**src/rtl/tristate_pwm_pkg.sv**
```systemverilog
package tristate_pwm_pkg;

  localparam int PRE_W = 10;

  typedef enum logic [1:0] {
    ADDR_ENABLE  = 2'd0,
    ADDR_COMPARE = 2'd1,
    ADDR_TIMING  = 2'd2
  } regAddr_e;

  typedef struct packed {
    logic tick;
    logic wrap;
    logic commit;
    logic clear;
    logic wrCompare;
    logic wrTiming;
  } strobes_t;

  // divide ratio minus one for each prescaler code
  function automatic logic [PRE_W-1:0] divMinusOne(input logic [2:0] code);
    logic [PRE_W-1:0] r;
    case (code)
      3'd5:    r = PRE_W'(63);
      3'd6:    r = PRE_W'(255);
      3'd7:    r = PRE_W'(1023);
      default: r = PRE_W'((1 << code) - 1);
    endcase
    return r;
  endfunction

endpackage

```
**src/rtl/tristate_pwm_ctrl.sv**
```systemverilog
module tristate_pwm_ctrl
  import tristate_pwm_pkg::*;
(
  input  logic       clk,
  input  logic       rstN,
  input  logic       wrEn,
  input  logic [1:0] wrAddr,
  input  logic       wrBit0,
  input  logic [2:0] workCode,
  input  logic       atEnd,
  output logic       enQ,
  output strobes_t   strb
);

  logic             pendQ;
  logic [PRE_W-1:0] preCnt;

  always_comb begin
    strb.wrCompare = wrEn && (wrAddr == ADDR_COMPARE);
    strb.wrTiming  = wrEn && (wrAddr == ADDR_TIMING);
    strb.clear     = !enQ;
    strb.tick      = enQ && (preCnt == divMinusOne(workCode));
    strb.wrap      = strb.tick && atEnd;
    strb.commit    = pendQ && (!enQ || strb.wrap);
  end

  always_ff @(posedge clk) begin
    if (!rstN) begin
      enQ    <= 1'b0;
      pendQ  <= 1'b0;
      preCnt <= '0;
    end else begin
      if (wrEn && (wrAddr == ADDR_ENABLE)) enQ <= wrBit0;
      if (strb.wrTiming)    pendQ <= 1'b1;
      else if (strb.commit) pendQ <= 1'b0;
      if (strb.clear || strb.tick) preCnt <= '0;
      else                         preCnt <= preCnt + 1'b1;
    end
  end

endmodule

```
**src/rtl/tristate_pwm_dp.sv**
```systemverilog
module tristate_pwm_dp
  import tristate_pwm_pkg::*;
#(
  parameter  int CNT_W  = 16,
  localparam int DATA_W = 2 * CNT_W
) (
  input  logic              clk,
  input  logic              rstN,
  input  strobes_t          strb,
  input  logic [DATA_W-1:0] wrData,
  output logic [2:0]        workCode,
  output logic              atEnd,
  output logic [CNT_W-1:0]  tickCnt,
  output logic [CNT_W-1:0]  workPeriod,
  output logic              pinOut,
  output logic              pinOe
);

  localparam int ON_ST_LSB  = CNT_W;
  localparam int OFF_ST_LSB = CNT_W + 2;
  localparam int CODE_LSB   = CNT_W + 4;

  logic [CNT_W-1:0] stOn, stOff, stPeriod, workOn, workOff;
  logic [1:0]       stOnDrv, stOffDrv, workOnDrv, workOffDrv, curDrv;
  logic [2:0]       stCode;
  logic             phaseQ, curOn;

  always_comb begin
    atEnd = (tickCnt == workPeriod);
    if (tickCnt == workOff)     curOn = 1'b0;
    else if (tickCnt == workOn) curOn = 1'b1;
    else                        curOn = phaseQ;
    curDrv = curOn ? workOnDrv : workOffDrv;
    pinOe  = !strb.clear && !curDrv[1];
    pinOut = pinOe && curDrv[0];
  end

  always_ff @(posedge clk) begin
    if (!rstN) begin
      stOn <= '0; stOff <= '0; stPeriod <= '0;
      stOnDrv <= 2'd2; stOffDrv <= 2'd2; stCode <= '0;
      workOn <= '0; workOff <= '0; workPeriod <= '0;
      workOnDrv <= 2'd2; workOffDrv <= 2'd2; workCode <= '0;
      tickCnt <= '0; phaseQ <= 1'b0;
    end else begin
      if (strb.wrCompare) begin
        stOn  <= wrData[CNT_W-1:0];
        stOff <= wrData[DATA_W-1:CNT_W];
      end
      if (strb.wrTiming) begin
        stPeriod <= wrData[CNT_W-1:0];
        stOnDrv  <= wrData[ON_ST_LSB+1:ON_ST_LSB];
        stOffDrv <= wrData[OFF_ST_LSB+1:OFF_ST_LSB];
        stCode   <= wrData[CODE_LSB+2:CODE_LSB];
      end
      if (strb.commit) begin
        workOn <= stOn; workOff <= stOff; workPeriod <= stPeriod;
        workOnDrv <= stOnDrv; workOffDrv <= stOffDrv; workCode <= stCode;
      end
      if (strb.clear) begin
        tickCnt <= '0;
        phaseQ  <= 1'b0;
      end else begin
        phaseQ <= curOn;
        if (strb.tick) tickCnt <= strb.wrap ? '0 : tickCnt + 1'b1;
      end
    end
  end

endmodule

```
**src/rtl/tristate_pwm.sv**
```systemverilog
module tristate_pwm
  import tristate_pwm_pkg::*;
#(
  parameter  int CNT_W  = 16,
  localparam int DATA_W = 2 * CNT_W
) (
  input  logic              clk,
  input  logic              rstN,
  input  logic              wrEn,
  input  logic [1:0]        wrAddr,
  input  logic [DATA_W-1:0] wrData,
  output logic              chanEnabled,
  output logic              pinOut,
  output logic              pinOe
);

  strobes_t         strb;
  logic [2:0]       workCode;
  logic             atEnd;
  logic [CNT_W-1:0] tickCnt, workPeriod;

  tristate_pwm_ctrl ctrl_i (
    .clk(clk), .rstN(rstN), .wrEn(wrEn), .wrAddr(wrAddr), .wrBit0(wrData[0]),
    .workCode(workCode), .atEnd(atEnd), .enQ(chanEnabled), .strb(strb)
  );

  tristate_pwm_dp #(.CNT_W(CNT_W)) dp_i (
    .clk(clk), .rstN(rstN), .strb(strb), .wrData(wrData),
    .workCode(workCode), .atEnd(atEnd), .tickCnt(tickCnt),
    .workPeriod(workPeriod), .pinOut(pinOut), .pinOe(pinOe)
  );

endmodule

```
**config.mk**
```make
export PLATFORM = sky130hd
export DESIGN_NAME = tristate_pwm
export DESIGN_NICKNAME = d
export VERILOG_FILES = /design/src/rtl/tristate_pwm_pkg.sv /design/src/rtl/tristate_pwm_ctrl.sv /design/src/rtl/tristate_pwm_dp.sv /design/src/rtl/tristate_pwm.sv
export SDC_FILE = /design/constraint.sdc
export NUM_CORES = 1
export LEC_CHECK = 0
export BUFFER_PORTS_ARGS = -buffer_cell sky130_fd_sc_hd__buf_4
export CAP_MARGIN = 20
export CORE_ASPECT_RATIO = 0.9
export CORE_MARGIN = 4
export CORE_UTILIZATION = 39
export CTS_CLUSTER_DIAMETER = 150
export CTS_CLUSTER_SIZE = 25
export DETAILED_ROUTE_END_ITERATION = 10
export HOLD_SLACK_MARGIN = 0.03
export PLACE_DENSITY_LB_ADDON = 0.25
export SYNTH_ARGS = -nofsm -noshare
export SYNTH_HDL_FRONTEND = slang
export SYNTH_SLANG_ARGS = --single-unit
```
**constraint.sdc**
```tcl
create_clock -name clk -period 6.3 [get_ports clk]
set_input_delay 0.315 -clock clk [delete_from_list [all_inputs] [get_ports clk]]
set_output_delay 0.315 -clock clk [all_outputs]
set_load 0.01 [all_outputs]
```
### Word-level counts from Yosys, hierarchy flattened

Index checks and enable logic that the tools add are counted.

| word-level totals | value |
|---|---|
| output and inout port bits | 3 |
| bits of input ports | 37 |
| bits in registers | 139 |
| logic and storage cells | 54 |

| operators by class | value |
|---|---|
| equality and inequality tests | 9 |
| reductions and logical operators | 16 |
| muxes and demuxes | 7 |
| shift-type cells | 1 |
| add/sub/neg operators | 3 |
| bitwise gates (word level) | 1 |

Operators with widths:

| cell | number |
|---|---|
| $eq A16 B16 Y1 | 3 |
| $pmux W10 S3 | 1 |
| $add A16 B1 Y16 const B | 1 |
| $mux W16 | 1 |
| $add A10 B1 Y10 const B | 1 |
| $eq A10 B10 Y1 | 1 |
| $shl A1 B3 Y10 const A | 1 |
| $sub A10 B2 Y10 const B | 1 |
| $eq A3 B3 Y1 const B | 3 |
| $logic_and A1 B1 Y1 | 8 |
| $mux W1 | 4 |
| $eq A2 B1 Y1 const B | 1 |
| $eq A2 B2 Y1 const B | 1 |
| $logic_not A1 Y1 | 2 |
| $logic_not A2 Y1 | 1 |
| $logic_or A1 B1 Y1 | 2 |
| $mux W2 | 1 |
| $reduce_and A2 Y1 | 1 |
| $reduce_bool A2 Y1 | 1 |
| $reduce_or A2 Y1 | 1 |
| $not A1 Y1 | 1 |

### Longest topological paths before layout

Gate-level depths: netlist of run 1.

| logic depth | value |
|---|---|
| word-level depth | 10 |
| gate-level depth with buffers | 14 |
| depth with buffers taken out | 9 |

### Cells and area by module

From an unflattened synthesis of run 1, not the netlist that was laid out.

| unflattened totals | value |
|---|---|
| cell total of the unflattened synthesis | 629 |
| area, all modules | 6433.7 um2 |

Modules (own cells, without submodules):

| module | area each (um2) | times used | cells an instance | sequential area each (um2) |
|---|---|---|---|---|
| tristate_pwm_dp | 5589.1 | 1 | 517 | 2542.4 |
| tristate_pwm_ctrl | 844.6 | 1 | 112 | 240.2 |

### Worst setup path before layout of run 1

No wires, ideal clock.

| path | value |
|---|---|
| path type | register to register |
| from | register dp_i.workCode[2] |
| to | register dp_i.tickCnt[11] |
| cell stages (with the launch flop) | 13 |
| period minus slack after synthesis | 3.249 ns |
| arrival | 3.179 ns |
| data required time | 6.230 ns |
| setup slack | 3.051 ns |
| buffers on the path | 3 |
| library setup time | 0.070 ns |
| cell sequence | dfxtp_1 -> buf_2 -> buf_6 -> or3b_2 -> ha_1 -> nand2b_4 -> mux2i_1 -> xnor2_1 -> or4_1 -> or4_1 -> buf_2 -> or3_1 -> a21oi_1 |

| on the way | value |
|---|---|
| longest elaborated chain between the ends | 7 |
| elaborated cells between the ends (all ways) | 10 |
| those cells by class | add/sub (1); eq/ne (4); shift (1); mux (2); reduce/logical (2) |

Ends and longest elaborated chain:

| item | line | RTL |
|---|---|---|
| start: declaration | tristate_pwm_dp.sv:11 | `output logic [2:0] workCode,` |
| start signal: assignment | tristate_pwm_dp.sv:58 | `workOnDrv <= stOnDrv; workOffDrv <= stOffDrv; workCode <= stCode;` |
| $shl A1 B3 Y10 | tristate_pwm_pkg.sv:27 | `default: r = PRE_W'((1 << code) - 1);` |
| $sub A10 B2 Y10 | tristate_pwm_pkg.sv:27 |  |
| $pmux W10 S3 * | tristate_pwm_pkg.sv:23 | `case (code)` |
| $eq A10 B10 Y1 * | tristate_pwm_ctrl.sv:22 | `strb.tick = enQ && (preCnt == divMinusOne(workCode));` |
| $logic_and A1 B1 Y1 * | tristate_pwm_ctrl.sv:22 |  |
| $logic_and A1 B1 Y1 | tristate_pwm_ctrl.sv:23 | `strb.wrap = strb.tick && atEnd;` |
| $mux W16 | tristate_pwm_dp.sv:65 | `if (strb.tick) tickCnt <= strb.wrap ? '0 : tickCnt + 1'b1;` |
| end signal: assignment | tristate_pwm_dp.sv:65 |  |
| end: declaration | tristate_pwm_dp.sv:13 | `output logic [CNT_W-1:0] tickCnt,` |

Mark *: on every way between the ends. The rest lies on a longest branch, timed or not.
A chain may end at the register's enable or synchronous reset.

### Worst setup path in the final report of run 1

| path | value |
|---|---|
| from | register dp_i.workCode[0] |
| to | register dp_i.workPeriod[12] |

| on the way | value |
|---|---|
| longest elaborated chain between the ends | 8 |
| elaborated cells between the ends (all ways) | 11 |
| those cells by class | add/sub (1); eq/ne (4); shift (1); mux (1); reduce/logical (4) |

Ends and longest elaborated chain:

| item | line | RTL |
|---|---|---|
| $shl A1 B3 Y10 | tristate_pwm_pkg.sv:27 |  |
| $sub A10 B2 Y10 | tristate_pwm_pkg.sv:27 |  |
| $pmux W10 S3 * | tristate_pwm_pkg.sv:23 |  |
| $eq A10 B10 Y1 * | tristate_pwm_ctrl.sv:22 |  |
| $logic_and A1 B1 Y1 * | tristate_pwm_ctrl.sv:22 |  |
| $logic_and A1 B1 Y1 * | tristate_pwm_ctrl.sv:23 |  |
| $logic_or A1 B1 Y1 * | tristate_pwm_ctrl.sv:24 | `strb.commit = pendQ && (!enQ \|\| strb.wrap);` |
| $logic_and A1 B1 Y1 * | tristate_pwm_ctrl.sv:24 |  |
| end signal: assignment | tristate_pwm_dp.sv:57 | `workOn <= stOn; workOff <= stOff; workPeriod <= stPeriod;` |
| end: declaration | tristate_pwm_dp.sv:14 | `output logic [CNT_W-1:0] workPeriod,` |

Marks and branches as above.

==> out/results.ini, run 1 <==
[setup_path]
required_ps = 6640
worst_setup_path_end_kind = flip-flop
cp.arrival_ps = 4200
critical_path.startpoint = dp_i.workCode[0]
path_max_fanout = 34
crit_type = flip-flop to flip-flop
r2r-start = dp_i.workCode[0]
startpoint_type = flip-flop

[hold_path]
min_path_type = input port to flip-flop
min_from = wrData[17]

[pwr]
p_per_area_mw_per_mm2 = 279
power.share.clock_pct = 50.1
seqPwrFrac_pct = 45.7
total_switching_power_uw = 458
p_comb_share_pct = 4.2
p_int_uw = 1520
power_leakage_uw = 0.00243
ir_drop_mv = 0.167
netSwitchingFraction_pct = 23.2

[route]
vias = 5247
firstDrtPassIters = 5
viasPerCell = 5.35
drtAntennaViolNets = 0
wl_per_cell_um = 15.3
drc = 0
finalWirelength_um = 15000
drt_first_iter_violations = 473

[sta]
hold_ws_ps = 113
finalSetupViolCount = 0
final.setup.tns_ps = 0
finalHoldViolations = 0
slew_headroom_pct = 26.3
rsz0062_at_grt = no
layout_setup_ws_ps = 2450
final.min_clock_period_ps = 3850
finalMaxSlewViolations = 0
fin_crit_sh_pct = 61.1
fin_skew_ps = 11.0
tightest_slew_ps = 1110
max_freq_mhz = 260

[synthesis]
synth_top_family_by_area = simple AND/OR/NAND/NOR gates
synth-compound-area-share_pct = 16.7
yosysTopAreaCell = dfxtp_1
synthTopCellsByArea = dfxtp_1 (45%), a21oi_1 (9.1%), nand2_1 (7.5%)
synthMuxAreaShare_pct = 0.652
syn_nets = 810
yosys.area_share.adder_pct = 0.611
yosysSeqAreaShare_pct = 45.3
syn_area_sq_mm = 0.00614
yosysTopAreaCellShare_pct = 45.3
syn_area_per_cell_sq_um = 7.98
ys_types = 51
synth_edf_count = 0
synthArstFlopShare_pct = 0
synthSimpleGateAreaFrac_pct = 22.1
yosys_warnings = 0
synth-seq-cells = 139
ys.flop_type = dfxtp_1
synth_cells = 770
synthXorXnorAreaFrac_pct = 9.69

[clock_network]
clockRootBuffer = clkbuf_16
clk_path_buf_depth = 2
numCtsBuffers = 17
clk_pin_slew_worst_paths_ps = 60
cts.sinks = 139
cts_tree = yes
cts.htree.levels = 4
hold_buffers = 0
clock_latency_ps = 430
post_cts_resized = 0
post-cts-setup-buffer-count = 0

[grt]
antenna_found_initial = 0
grt_use_met1_pct = 24.0
grtUsageMet2_pct = 26.9
grt_pass1_vias = 5108
grt_max_degree = 109
grt_pass1_wl_um = 25200
gr-total-overflow = 0
grt_use_met3_pct = 4.38
busiest_layer = met2
track_usage_pct = 17.5

[placed_design]
post-dp-hpwl_um = 10000
gp_congestion = 0.805
port_buffers = 39
post-place-cells = 949
dp_slack_ps = 2510

[floorplanning]
die_y_um = 127
rows = 43
ios = 40
coreArea_sq_mm = 0.0154
die_area_sq_mm = 0.0178
fp.dieW_um = 140
start_util_pct = 39.8

[cells_and_area]
layout.cells.non_filler = 981
syn2layout_area_growth_pct = 15.1
final_nets = 806
final_util_pct = 45.8
diodes = 0
mostFrequentLayoutCell = dfxtp_1
fillers = 1502
drive_gt1_share_pct = 11.3
layout_common_cells = dfxtp_1 (139), nand2_1 (122), a21oi_1 (112)

[outcome]
outcome = finished clean

[job]
cap_violations = 0

flip-flops by register name, indices dropped and copies added, names as in the netlist:
| signal | flops |
|---|---|
| dp_i.workOff | 16 |
| dp_i.stOnDrv | 2 |
| dp_i.workOn | 16 |
| dp_i.stPeriod | 16 |
| dp_i.workCode | 3 |
| dp_i.stOffDrv | 2 |
| dp_i.workOnDrv | 2 |
| dp_i.phaseQ | 1 |
| dp_i.stOn | 16 |
| ctrl_i.preCnt | 10 |
| ctrl_i.enQ | 1 |
| ctrl_i.pendQ | 1 |
| dp_i.stCode | 3 |
| dp_i.tickCnt | 16 |
| dp_i.workPeriod | 16 |
| dp_i.stOff | 16 |
| dp_i.workOffDrv | 2 |
per-layer routing:
metal / share of wire (%) / up-vias
li1: - / 2630
met1: 49 / 2449
met2: 44 / 145
met3: 5.4 / 23
met4: 1.9 / 0
met5: 0 / -
final timing paths:
| path | endpoint | cells past startpoint | slack [ps] |
|---|---|---|---|
| worst max-delay path | dp_i.workPeriod[12] | 10 | 2450 |
| worst min-delay path | dp_i.stOnDrv[1] | 3 | 110 |
| worst max register to register | dp_i.workPeriod[12] | 10 | 2450 |
| worst min register to register | dp_i.stOff[5] | 2 | 460 |
synth_stat cells, drive strengths merged, types with 2 or more instances:
cell type and number:
inv 4, mux2i 4, buf 15, a21oi 112
a211oi 3, or3 4, nor3 8, or4 2
nor2 35, or3b 2, nand4 11, nand2b 6
xor2 24, clkbuf 55, o21ai 60, and3 4
xnor2 44, dfxtp 139, a31oi 2, ha 3
nand2 122, or2 4, nor4 10, and2 2
a21boi 2, nand3b 5, nand3 70
worst max-delay path, stage by stage, from the launching register on:
cell      delay, ps
dfxtp_1         540
or3b_2          480
ha_1            280
nand2b_1        190
a21oi_1         220
o21a_1          170
a311o_1         440
o31a_1          690
buf_4           440
o21ai_0         140
a21oi_1         170
logic make-up after synthesis:
family / count (synthesis)
AOI/OAI and AO/OA: 191
xor gates and xnor gates: 68
adders and majority gates: 3
buffers and inverters: 75
DFF: 139
muxes: 4
and+or+nand+nor: 290
through the flow:
| step | area, sq um | power [uW] |
|---|---|---|
| 3_3_place_gp | 6460 | 1000 |
| 3_5_place_dp | 6490 | 1000 |
| 5_1_grt | 7080 | 2050 |
| 2_1_floorplan | 6140 | 967 |
| 4_1_cts | 7080 | 2000 |
| 6_report | 7080 | 1970 |
power groups by stage:
| stage | clock network (uW) | registers (uW) | logic, uW |
|---|---|---|---|
| floorplan | 0 | 918 | 49.4 |
| global placement | 0 | 920 | 80.1 |
| detailed placement | 0 | 921 | 83.7 |
| CTS | 1010 | 901 | 83.8 |
| global route | 1050 | 903 | 93.7 |
| finish | 988 | 902 | 83.8 |
final cells by class:
type / instances / area (sq um) / share of cell area, %
clock inverters: 14 / 160 / 2.26
inverters: 5 / 18.8 / 0.265
flip-flops and latches: 139 / 2780 / 39.3
clock buffers: 18 / 429 / 6.07
well taps: 202 / 253 / 3.57
repair buffers: 47 / 373 / 5.27
multi-input cells: 556 / 3060 / 43.2
(Power assumes the default switching activity.)
==> inputs of run 2 (changes only) <==
==> constraint.sdc (replaced) <==
create_clock -name clk -period 3.1 [get_ports clk]
set_input_delay 0.155 -clock clk [delete_from_list [all_inputs] [get_ports clk]]
set_output_delay 0.155 -clock clk [all_outputs]
set_load 0.01 [all_outputs]
==> run 2 against run 1 <==
Clock skew is 4.3 ps higher. Cell count increased by 4.9%. Cell area increased by 8.0%. Highest routed layer unchanged. Sequential power increased by 100%. Wire length grew 8.1%.
==> out/results.ini, run 2 (synthesis results as in run 1) <==
[setup_path]
required_ps = 3450  ; -3190 ps
cp.arrival_ps = 3350  ; -850 ps
critical_path.startpoint = dp_i.workCode[2]
path_max_fanout = 27  ; -21%
crit_top_cell = buf_4
worst_setup_path_end_kind = flip-flop
crit_chain = or3_1 -> ha_4 -> nand2b_4 -> mux2i_1 -> xnor2_1 -> or4_4 -> buf_4 -> o31ai_4 -> buf_4 -> clkbuf_16 -> nand3_1 -> a21oi_1
crit_type = flip-flop to flip-flop
r2r-end = dp_i.workOff[1]
startpoint_type = flip-flop
cp_top_family = simple AND/OR/NAND/NOR gates
crit_buf_inv = 3  ; +2
crit_path_end = dp_i.workOff[1]
r2r-start = dp_i.workCode[2]
cp_slowest_stage_delay_ps = 490  ; -200 ps
crit_cells = 12  ; +2
r2r_cells = 12  ; +2
reg2reg_slack_ps = 100  ; -2350 ps
cp_slowest_cell = or4_4

[grt]
gr-total-overflow = 0  ; unchanged
antenna_found_initial = 0  ; unchanged
grt_pass1_wl_um = 25900  ; +2.8%
track_usage_pct = 18.0  ; +0.53 points
grt_max_degree = 101  ; -7.3%
grt_pass1_vias = 5140  ; +0.63%

[pwr]
power_leakage_uw = 0.00268  ; +11%
power.share.clock_pct = 51.2  ; +1.1 points
seqPwrFrac_pct = 43.6  ; -2.1 points
ir_drop_mv = 0.399  ; +140%
p_per_area_mw_per_mm2 = 550  ; +97%
total_switching_power_uw = 917  ; +100%
p_comb_share_pct = 5.1  ; +0.9 points
p_int_uw = 3280  ; +120%
p_total_uw = 4200  ; +110%
netSwitchingFraction_pct = 21.8  ; -1.4 points

[route]
wl_per_cell_um = 15.8  ; +3.1%
drtAntennaViolNets = 0  ; unchanged
viasPerCell = 5.35  ; about the same
drc = 0  ; unchanged
finalWirelength_um = 16300  ; +8.1%
drt_first_iter_violations = 370  ; -22%
firstDrtPassIters = 5  ; unchanged
vias = 5504  ; +4.9%

[floorplanning]
die_y_um = 127  ; unchanged
die_area_sq_mm = 0.0178  ; unchanged
ios = 40  ; unchanged
rows = 43  ; unchanged
start_util_pct = 39.8  ; unchanged
fp.dieW_um = 140  ; unchanged
coreArea_sq_mm = 0.0154  ; unchanged

[sta]
rsz0062_at_grt = yes
slew_headroom_pct = 29.8  ; +3.5 points
finalSetupViolCount = 0  ; unchanged
final.min_clock_period_ps = 3000  ; -847 ps
fin_crit_sh_pct = 96.9  ; +36 points
layout_setup_ws_ps = 95.3  ; -2350 ps
max_freq_mhz = 333  ; +28%
final.setup.tns_ps = 0  ; unchanged
finalHoldViolations = 0  ; unchanged
finalMaxSlewViolations = 0  ; unchanged
fin_skew_ps = 15.3  ; +4.27 ps
tightest_slew_ps = 1050  ; -52.9 ps

[clock_network]
numCtsBuffers = 17  ; unchanged
cts_tree = yes
clk_pin_slew_worst_paths_ps = 60  ; about the same
cts.htree.levels = 4  ; unchanged
clk_path_buf_depth = 2  ; unchanged
clockRootBuffer = clkbuf_16
cts.sinks = 139  ; unchanged
clock_latency_ps = 430  ; about the same

[placed_design]
gp_congestion = 0.838  ; +4.1%
post-dp-hpwl_um = 10000  ; +0.30%
post-place-cells = 958  ; +0.95%
port_buffers = 39  ; unchanged
dp_slack_ps = 73.0  ; -2440 ps

[cells_and_area]
final_util_pct = 49.5  ; +3.7 points
diodes = 0  ; unchanged
layout.cells.non_filler = 1029  ; +4.9%
syn2layout_area_growth_pct = 24.3
layout_common_cells = dfxtp_1 (139), nand2_1 (122), a21oi_1 (110)
mostFrequentLayoutCell = dfxtp_1
drive_gt1_share_pct = 13.1  ; +1.8 points
final_nets = 854  ; +6.0%
fillers = 1445  ; -3.8%

[hold_path]
min_path_type = input port to flip-flop

[outcome]
outcome = finished clean

[job]
cap_violations = 0  ; unchanged

-- run 2: changes by cell type in the layout (fill, tap and decap cells not counted), sizes merged --
| cell | previous run | this run |
|---|---|---|
| clkinv | 7 | 9 |
| bufinv | 2 | 4 |
| inv | 9 | 5 |
| dlygate4sd3 | 0 | 35 |
| clkbuf | 18 | 20 |
| buf | 47 | 58 |
-- run 2: power by group through the flow --
stage          registers, uW  clock network [uW]  logic, uW
2_1_floorplan           1870                   0        101
3_3_place_gp            1870                   0        171
6_report                1830                2150        216
5_1_grt                 1840                2270        237
3_5_place_dp            1870                   0        174
4_1_cts                 1830                2180        210
-- run 2: worst min-delay path by stage --
| stage | start | end | slack (ps) | depth (start not counted) |
|---|---|---|---|---|
| 5_1_grt | wrAddr[1] | ctrl_i.enQ | 160 | 4 |
| 6_report | wrAddr[1] | ctrl_i.enQ | 140 | 4 |
| 2_1_floorplan | rstN | dp_i.stOffDrv[1] | 230 | 1 |
| 4_1_cts | wrAddr[1] | ctrl_i.enQ | 130 | 4 |
| 3_3_place_gp | wrData[17] | dp_i.stOnDrv[1] | 370 | 3 |
| 3_5_place_dp | wrData[17] | dp_i.stOnDrv[1] | 390 | 3 |
-- run 2: worst reg2reg max path, cell delays in order (launching register included) --
cell and delay, ps:
dfxtp_1 330, or3_1 410, ha_4 200, nand2b_4 70, mux2i_1 210, xnor2_1 100
or4_4 490, buf_4 190, o31ai_4 260, buf_4 180, clkbuf_16 200, nand3_1 110
a21oi_1 170
-- run 2: cell type report --
cell class | instances | area (sq um) | area share (%)
clock buffers | 18 | 439 | 5.75
flip-flops and latches | 139 | 2780 | 36.4
repair buffers | 95 | 861 | 11.3
well taps | 202 | 253 | 3.31
inverters | 5 | 18.8 | 0.246
multi-input cells | 556 | 3090 | 40.5
clock inverters | 14 | 195 | 2.55
-- run 2: what timing repair did --
item                       CTS  global route
setup buffers                0             2
setup endpoints to repair    0            30
resized for setup            0             7
hold endpoints to repair    57             0
hold buffers                35             0
-- run 2: metrics by stage --
step	cell area (sq um)	hold slack [ps]
detailed placement	6570	388
floorplan	6160	227
global placement	6570	372
CTS	7560	131
global route	7640	161
finish	7640	143
-- run 2: metal layers --
| metal | wire length (um) | global-route usage, % | vias to the layer above |
|---|---|---|---|
| li1 | - | - | 2719 |
| met1 | 7610 | 24.7 | 2614 |
| met2 | 7570 | 28.0 | 149 |
| met3 | 794 | 3.93 | 22 |
| met4 | 292 | 6.89 | 0 |
| met5 | 0 | 0 | - |
